`config.mk`:
```
export PLATFORM = sky130hd
export DESIGN_NAME = spw_txdma
export DESIGN_NICKNAME = d
export VERILOG_FILES = /design/src/rtl/spwtx_pkg.sv /design/src/rtl/spwtx_fifo.sv /design/src/rtl/spwtx_flags.sv /design/src/rtl/spw_txdma.sv
export SDC_FILE = /design/constraint.sdc
export NUM_CORES = 1
export LEC_CHECK = 0
export CAP_MARGIN = 5
export CORE_MARGIN = 2
export CORE_UTILIZATION = 25
export DETAILED_ROUTE_END_ITERATION = 6
export DONT_BUFFER_PORTS = 1
export SYNTH_ARGS = -nofsm -noshare
export SYNTH_HDL_FRONTEND = slang
export SYNTH_SLANG_ARGS = --single-unit
```
`constraint.sdc`:
```
create_clock -name clk -period 3.8 [get_ports clk]
set_input_delay 0.38 -clock clk [delete_from_list [all_inputs] [get_ports clk]]
set_output_delay 0.38 -clock clk [all_outputs]
set_load 0.01 [all_outputs]
```
`src/rtl/spwtx_pkg.sv`:
```
package spwtx_pkg;
   typedef enum logic [2:0] {
      ST_IDLE,
      ST_CTL,
      ST_PTR,
      ST_XFER,
      ST_EOP,
      ST_WB,
      ST_EEP
   } tx_st_t;

   localparam logic [31:0] TERM_EOP = 32'd0;
   localparam logic [31:0] TERM_EEP = 32'd1;
endpackage

```
`src/rtl/spwtx_fifo.sv`:
```
module spwtx_fifo #(
   parameter int W     = 32,
   parameter int DEPTH = 32,
   localparam int AW   = $clog2(DEPTH),
   localparam int CW   = $clog2(DEPTH + 1)
) (
   input  logic          clk,
   input  logic          rst_n,
   input  logic          flush,
   input  logic          push,
   input  logic [W-1:0]  din,
   input  logic          pop,
   output logic [W-1:0]  dout,
   output logic [CW-1:0] cnt
);
   generate
      if ((DEPTH < 2) || ((DEPTH & (DEPTH - 1)) != 0)) begin : g_bad_depth
         $error("spwtx_fifo: DEPTH must be a power of two of at least 2");
      end
   endgenerate

   logic [W-1:0]  store [DEPTH];
   logic [AW-1:0] rp, wp;

   always_ff @(posedge clk) begin
      if (push) store[wp] <= din;
   end

   always_ff @(posedge clk) begin
      if (!rst_n || flush) begin
         rp  <= '0;
         wp  <= '0;
         cnt <= '0;
      end else begin
         if (push) wp <= wp + 1'b1;
         if (pop)  rp <= rp + 1'b1;
         case ({push, pop})
            2'b10:   cnt <= cnt + 1'b1;
            2'b01:   cnt <= cnt - 1'b1;
            default: cnt <= cnt;
         endcase
      end
   end

   assign dout = store[rp];
endmodule

```
`src/rtl/spwtx_flags.sv`:
```
module spwtx_flags (
   input  logic clk,
   input  logic rst_n,
   input  logic set_done,
   input  logic clr_done,
   input  logic desc_seen,
   input  logic desc_ok,
   output logic pkt_done,
   output logic nodesc
);
   always_ff @(posedge clk) begin
      if (!rst_n) begin
         pkt_done <= 1'b0;
         nodesc   <= 1'b0;
      end else begin
         if (set_done)      pkt_done <= 1'b1;
         else if (clr_done) pkt_done <= 1'b0;
         if (desc_seen)     nodesc   <= ~desc_ok;
      end
   end
endmodule

```
`src/rtl/spw_txdma.sv`:
```
module spw_txdma
   import spwtx_pkg::*;
#(
   parameter int DW     = 32,
   parameter int AW     = 32,
   parameter int BASE_W = 22,
   parameter int IDX_W  = 6,
   parameter int LEN_W  = 24,
   parameter int DEPTH  = 32,
   localparam int WL    = LEN_W - 2,
   localparam int CW    = $clog2(DEPTH + 1),
   localparam int HALF  = DEPTH / 2,
   localparam int BURST = DEPTH - HALF,
   localparam int BCW   = $clog2(BURST + 1)
) (
   input  logic              clk,
   input  logic              rst_n,
   input  logic              tx_go,
   input  logic              abort_req,
   input  logic              clr_done,
   input  logic [BASE_W-1:0] tbl_base,
   output logic              tx_nodesc,
   output logic              pkt_done,
   output logic [IDX_W-1:0]  desc_idx,
   input  logic              spw_full,
   output logic              spw_wr,
   output logic              spw_ctl,
   output logic [DW-1:0]     spw_dat,
   output logic              mem_req,
   output logic              mem_we,
   output logic [AW-1:0]     mem_addr,
   output logic [DW-1:0]     mem_wdata,
   input  logic              mem_gnt,
   input  logic [DW-1:0]     mem_rdata
);
   generate
      if (AW != BASE_W + IDX_W + 4) begin : g_bad_addr
         $error("spw_txdma: AW must equal BASE_W + IDX_W + 4");
      end
      if (DW != AW || LEN_W > DW - 1) begin : g_bad_data
         $error("spw_txdma: DW must equal AW and exceed LEN_W");
      end
   endgenerate

   tx_st_t          st;
   logic [WL-1:0]   fetch_left, push_left;
   logic [AW-1:0]   fetch_addr;
   logic [BCW-1:0]  burst_left;
   logic            in_burst;
   logic [DW-1:0]   ctl_word;
   logic [CW-1:0]   f_cnt;
   logic [DW-1:0]   f_dout;
   logic            f_push, f_pop, go_abort, start_burst, set_done, desc_seen;
   logic [AW-1:0]   slot_addr;

   assign slot_addr = {tbl_base, desc_idx, 4'h0};
   assign go_abort  = abort_req &&
                      (st == ST_CTL || st == ST_PTR || st == ST_XFER || st == ST_EOP);
   assign f_push    = (st == ST_XFER) && in_burst && mem_gnt && !go_abort;
   assign f_pop     = (st == ST_XFER) && (f_cnt != '0) && !spw_full && !go_abort;
   assign start_burst = (st == ST_XFER) && !in_burst && (fetch_left != '0) &&
                        (f_cnt <= CW'(HALF)) && !go_abort;
   assign set_done  = (st == ST_WB) && mem_gnt;
   assign desc_seen = (st == ST_CTL) && mem_gnt && !go_abort;

   spwtx_fifo #(.W(DW), .DEPTH(DEPTH)) u_fifo (
      .clk(clk), .rst_n(rst_n), .flush(go_abort),
      .push(f_push), .din(mem_rdata), .pop(f_pop),
      .dout(f_dout), .cnt(f_cnt)
   );

   spwtx_flags u_flags (
      .clk(clk), .rst_n(rst_n), .set_done(set_done), .clr_done(clr_done),
      .desc_seen(desc_seen), .desc_ok(mem_rdata[DW-1]),
      .pkt_done(pkt_done), .nodesc(tx_nodesc)
   );

   // memory port
   always_comb begin
      mem_req  = 1'b0;
      mem_we   = 1'b0;
      mem_addr = slot_addr;
      case (st)
         ST_CTL:  mem_req = 1'b1;
         ST_PTR:  begin mem_req = 1'b1; mem_addr = slot_addr | AW'(4); end
         ST_WB:   begin mem_req = 1'b1; mem_we = 1'b1; end
         ST_XFER: begin mem_req = in_burst; mem_addr = fetch_addr; end
         default: ;
      endcase
   end
   assign mem_wdata = {1'b0, ctl_word[DW-2:0]};

   // link side
   always_comb begin
      spw_ctl = (st == ST_EOP) || (st == ST_EEP);
      spw_dat = f_dout;
      spw_wr  = f_pop;
      if (st == ST_EOP) begin
         spw_dat = TERM_EOP;
         spw_wr  = !spw_full && !go_abort;
      end else if (st == ST_EEP) begin
         spw_dat = TERM_EEP;
         spw_wr  = !spw_full;
      end
   end

   always_ff @(posedge clk) begin
      if (!rst_n) begin
         st         <= ST_IDLE;
         fetch_left <= '0;
         push_left  <= '0;
         fetch_addr <= '0;
         burst_left <= '0;
         in_burst   <= 1'b0;
         ctl_word   <= '0;
         desc_idx   <= '0;
      end else if (go_abort) begin
         st       <= ST_EEP;
         in_burst <= 1'b0;
      end else begin
         case (st)
            ST_IDLE: if (tx_go) st <= ST_CTL;
            ST_CTL: if (mem_gnt) begin
               ctl_word   <= mem_rdata;
               fetch_left <= mem_rdata[LEN_W-1:2];
               push_left  <= mem_rdata[LEN_W-1:2];
               st         <= mem_rdata[DW-1] ? ST_PTR : ST_IDLE;
            end
            ST_PTR: if (mem_gnt) begin
               fetch_addr <= {mem_rdata[AW-1:2], 2'b00};
               in_burst   <= 1'b0;
               st         <= ST_XFER;
            end
            ST_XFER: begin
               if (start_burst) begin
                  in_burst   <= 1'b1;
                  burst_left <= BCW'(BURST);
               end
               if (f_push) begin
                  fetch_addr <= fetch_addr + AW'(4);
                  fetch_left <= fetch_left - 1'b1;
                  burst_left <= burst_left - 1'b1;
                  if (burst_left == BCW'(1) || fetch_left == WL'(1)) in_burst <= 1'b0;
               end
               if (f_pop) push_left <= push_left - 1'b1;
               if (push_left == '0) st <= ST_EOP;
            end
            ST_EOP: if (!spw_full) st <= ST_WB;
            ST_WB: if (mem_gnt) begin
               desc_idx <= desc_idx + 1'b1;
               st       <= ST_IDLE;
            end
            ST_EEP: if (!spw_full) st <= ST_IDLE;
            default: st <= ST_IDLE;
         endcase
      end
   end
endmodule

```
## Word level (Yosys, flattened, before mapping)

Memory sizes are Yosys's and may differ from the RTL's. A register that Yosys moved wholly into a read port is not among the register bits.
Cells that the tools add are included.

| cells by class | value |
|---|---|
| bitwise logic cells | 3 |
| $add $sub $neg | 9 |
| muxes and demuxes | 39 |
| reduce and logical (&&, ||, !) cells | 45 |
| eq/ne operators | 26 |
| multiply operators | 0 |
| divide/modulo/power cells | 0 |
| order comparisons | 1 |
| shift operators | 0 |

Operators with widths:

| operator | count |
|---|---|
| $mux 32 | 4 |
| $pmux 32 s2 | 2 |
| $pmux 22 s2 | 2 |
| $mux 22 | 3 |
| $sub 22x1->22 const B | 2 |
| $add 32x3->32 const B | 1 |
| $mux 3 | 8 |
| $eq 22x1->1 const B | 1 |
| $logic_not 22->1 | 1 |
| $reduce_bool 22->1 | 1 |
| $pmux 3 s7 | 1 |
| $mux 5 | 4 |
| $ne 3x3->1 const B | 6 |
| $logic_and 1x1->1 | 15 |
| $reduce_and 7->1 | 2 |
| $add 6x1->6 const B | 2 |
| $ne 2x2->1 const B | 6 |
| $pmux 6 s2 | 1 |
| $reduce_and 4->1 | 3 |
| $mux 1 | 11 |
| $add 5x1->5 const B | 2 |
| $reduce_bool 2->1 | 5 |
| $eq 3x3->1 const B | 3 |
| $reduce_and 3->1 | 3 |
| 20 further kinds | 34 |

| storage, ports and cells | value |
|---|---|
| RAM bits | 1024 |
| memory bits (read-only) | 0 |
| output and inout port bits | 108 |
| word-level logic and storage cells | 138 |
| latch bits | 0 |
| memories | 1 |
| input port bits | 61 |
| flip-flop bits (word level) | 140 |

Memories:

| memory | words | width | rd ports | clocked after memory_dff | write ports | RTL line | RTL |
|---|---|---|---|---|---|---|---|
| u_fifo.store | 32 | 32 | 1 | 1 | 1 | spwtx_fifo.sv:22 | `logic [W-1:0] store [DEPTH];` |

## Logic depth before layout (Yosys ltp)

| depth | value |
|---|---|
| word-level depth | 11 |
| mapped depth | 13 |
| mapped depth without buffers | 11 |

## Cells and area by module

A second synthesis with hierarchy kept.

| unflattened totals | value |
|---|---|
| cell total of the unflattened synthesis | 3059 |
| area, all modules | 47539.3 µm² |

Modules (own cells, without submodules):

| module | seq. area each (µm²) | area each (µm²) | instances | cells each |
|---|---|---|---|---|
| spwtx_fifo | 31169.9 | 40296.1 | 1 | 2039 |
| spw_txdma | 2402.3 | 7168.1 | 1 | 1014 |
| spwtx_flags | 40.0 | 75.1 | 1 | 6 |

## Worst setup path before layout

No wires, ideal clock.

| timing | value |
|---|---|
| kind | flip-flop to flip-flop |
| from | reg st[1] |
| to | mem u_fifo.store[28][0] (enable) |
| library setup time | 0.421 ns |
| period minus slack after synthesis | 3.486 ns |
| data required time | 3.379 ns |
| slack | 0.314 ns |
| cell stages (with the launch flop) | 7 |
| arrival | 3.065 ns |
| buffers on the path | 2 |
| cell sequence | dfxtp_1 -> clkbuf_1 -> nand4bb_1 -> nor2_1 -> clkbuf_1 -> nand2_1 -> nor2_1 |

| on the way | value |
|---|---|
| cells in the longest elaborated chain, start to end | 9 |
| elaborated cells between the ends (all ways) | 14 |
| classes of those cells | eq/ne (4); mux (2); reduce/logical (8) |

RTL lines:

| element | RTL line | RTL |
|---|---|---|
| start, declared | spw_txdma.sv:45 | `tx_st_t st;` |
| start signal, assigned | spw_txdma.sv:127 | `st <= mem_rdata[DW-1] ? ST_PTR : ST_IDLE;` |
| $eq 3x1->1 / $eq 3x2->1 (equally long branches) | spw_txdma.sv:58 | `(st == ST_CTL \|\| st == ST_PTR \|\| st == ST_XFER \|\| st == ST_EOP);` |
| $logic_or 1x1->1 (3 in series) | spw_txdma.sv:58 |  |
| $logic_and 1x1->1 | spw_txdma.sv:57 | `assign go_abort = abort_req &&` |
| $logic_not 1->1 | spw_txdma.sv:59 | `assign f_push = (st == ST_XFER) && in_burst && mem_gnt && !go_abort;` |
| $logic_and 1x1->1 * | spw_txdma.sv:59 |  |
| $mux 1 * | spwtx_fifo.sv:26 | `if (push) store[wp] <= din;` |
| $mux 1 (implied by the code) * | spwtx_fifo.sv:26 |  |
| end, declared | spwtx_fifo.sv:22 |  |

Mark *: on every way between the ends. The rest lies on a longest branch, timed or not.

==> flow_metrics.tcl <==
set metrics [dict create \
    hold-worst-slack_ns 0.0306 \
    cp_max_fo 15 \
    final_area_mm2 0.0559 \
    clk_pin_slew_ns 0.06 \
    r2r_cells 6 \
    start_util_pct 25.1 \
    drive_above_1_share_pct 24.2 \
    gr-total-overflow 0 \
    synth_area_leaders "edfxtp_1, mux4_2, dfxtp_1" \
    p_leak_nw 16.9 \
    place_area_mm2 0.0510 \
    use_met2_pct 23.9 \
    clkLatencyLatePin_ns 0.77 \
    synth_top_area_share_pct 65.5 \
    fin_worst_skew_ns 0.0726 \
    track_usage_pct 14.7 \
    min_to "fetch_addr[6]" \
    min_path_cells 4 \
    reg2reg_slack_ns 0.78 \
    avgSynthCellArea_um2 17.6 \
    hold_viol 0 \
    cts_tree "done" \
    yosysMostFrequentCell "edfxtp_1" \
    relSlewSlack_pct 18.4 \
    max_freq_mhz 277 \
    r2r-start "st[2]" \
    finalCritPeriodShare_pct 95.0 \
    avgViaCountPerCell 4.90 \
    numCtsBuffers 113 \
    setup_violations 0 \
    async_reset_ff_share_pct 0 \
    wire_per_inst_um 26.4 \
    use_met1_pct 20.3 \
    p_per_area_mw_per_mm2 491 \
    critPathCaptureType "output port" \
    cp.required_ns 3.42 \
    cts_max_level 3 \
    finalNetCount 2879 \
    ir_drop_uv 414 \
    fin_cells 5423 \
    tns_ns 0 \
    core_mm2 0.187 \
    area_delta_synth_final_pct 19.0 \
    ys.flop_type "edfxtp_1" \
    syn_area_mm2 0.0470 \
    antenna_found_initial 33 \
    synthCells 2665 \
    drc 0 \
    dp.cells 5110 \
    tightestPinTransition_ns 1.22 \
    yosys.area.top_type "edfxtp_1" \
    root_buffer "clkbuf_16" \
    holdCritPathClass "in2reg" \
    drt_iter0_drc 3764 \
    yosys-top-cells-count "edfxtp_1, mux4_2, nand2_1" \
    grt_pass1_vias 25690 \
    synth_seq_cells 1167 \
    cp-start-kind "register" \
    routabilityCongestion 0.800 \
    arrival_ns 3.23 \
    yosysWarnings 0 \
    yosysSeqAreaShare_pct 71.6 \
    status "completed" \
    die_w_um 437 \
    dieArea_mm2 0.191 \
    routed-via-count 26566 \
    layout_min_cycle_time_ns 3.61 \
    dp_hpwl_um 81100 \
    first_pass_iters 5 \
    grt_use_met3_pct 3.12 \
    ys_types 79 \
    slew_viol_final 0 \
    rows 159 \
    port_buffers 0 \
    clock_sinks 1167 \
    nFillCells 18223 \
    critPathKind "reg2out" \
    clockBufferDepth 3 \
    pin_count 169 \
    hold_path.startpoint "mem_rdata[6]" \
    die_h_um 437 \
    grt.busiest_layer "met2" \
    rsz0062_at_grt "no" \
    ant_nets 0 \
    worstReg2RegEnd "u_fifo.store[19][21]" \
    maxCapViolCount 0 \
    synth_edf_count 1024 \
    grt_start_max_net_pins 121 \
    routed_wl_um 143000 \
    grt_pass1_wl_um 200000 \
    total_power_mw 27.4 \
]
cells in the final DEF, fill, tap and decap left out, types with 37 or more instances in the layout:
cell type	instances
nand2_1	198
mux4_2	318
buf_12	65
edfxtp_1	1024
clkbuf_16	114
dfxtp_1	138
buf_4	86
dlygate4sd3_1	38
nor2_1	113
inv_1	52
a21oi_1	114
o21ai_1	68
diode_2	37
nand3_1	60
where the power goes:
group	switching (mW)	internal [mW]
Combinational	1.32	0.506
Sequential	0.136	14.0
Clock	5.06	6.37
Total	6.52	20.9
cell families after synthesis:
group,synth area share [%]
AO/OA/AOI/OAI,4.69
XOR/XNOR,0.373
other,0.00799
adder cells (fa/ha/maj),0.426
buffers and inverters,1.91
multiplexers,15.5
AND/OR/NAND/NOR,5.53
flip-flops,71.6
layer usage:
| layer | routed length (um) | vias to the layer above |
|---|---|---|
| li1 | - | 11039 |
| met1 | 59300 | 14082 |
| met2 | 68900 | 1271 |
| met3 | 12600 | 162 |
| met4 | 2410 | 12 |
| met5 | 85 | - |
how the worst max path moves through the flow:
stage                                 to  slack, ns  depth (start not counted)
floorplan            u_fifo.store[28][0]       0.31                          6
global placement    u_fifo.store[19][24]       0.76                          6
detailed placement  u_fifo.store[19][19]       0.72                          6
CTS                          spw_dat[17]       0.07                          7
global route                 spw_dat[17]       0.05                          7
finish                       spw_dat[17]       0.19                          7
critical path: stages, from the launching register on:
cell     delay (ns)
dfxtp_4        0.62
buf_12         0.25
buf_12         0.20
mux4_2         0.52
mux4_2         0.47
inv_1          0.14
o21ai_1        0.09
buf_4          0.20
cell type report:
class / count / area (um2) / area share (%)
well taps: 2495 / 3120 / 5.59
flip-flops and latches: 1167 / 33600 / 60.2
multi-input cells: 1274 / 12700 / 22.8
diodes: 37 / 92.6 / 0.166
clock inverters: 71 / 769 / 1.38
inverters: 56 / 210 / 0.376
clock buffers: 133 / 2970 / 5.32
repair buffers: 190 / 2350 / 4.21
per-stage QoR:
stage | utilization (%) | setup slack (ns)
6_report | 29.8 | 0.191
5_1_grt | 29.8 | 0.0516
4_1_cts | 29.8 | 0.0657
3_5_place_dp | 27.2 | 0.720
3_3_place_gp | 27.2 | 0.759
2_1_floorplan | - | 0.314
sequential cells by signal (all words and copies together), names as in the netlist, named ones only:
| signal | cells |
|---|---|
| u_fifo.rp | 5 |
| st | 3 |
| in_burst | 1 |
| burst_left | 5 |
| push_left | 22 |
| ctl_word | 31 |
| desc_idx | 6 |
| fetch_left | 22 |
| u_flags.pkt_done | 1 |
| u_fifo.store | 1024 |
| u_fifo.cnt | 6 |
| fetch_addr | 30 |
| u_flags.nodesc | 1 |
| u_fifo.wp | 5 |
timing repair:
item / in CTS / in global routing
resized for setup: 0 / 0
setup buffers: 1 / 0
hold buffers: 71 / 0
endpoints found under the hold margin: 1114 / 0
setup endpoints to repair: 1 / 0
(Power assumes the default switching activity.)
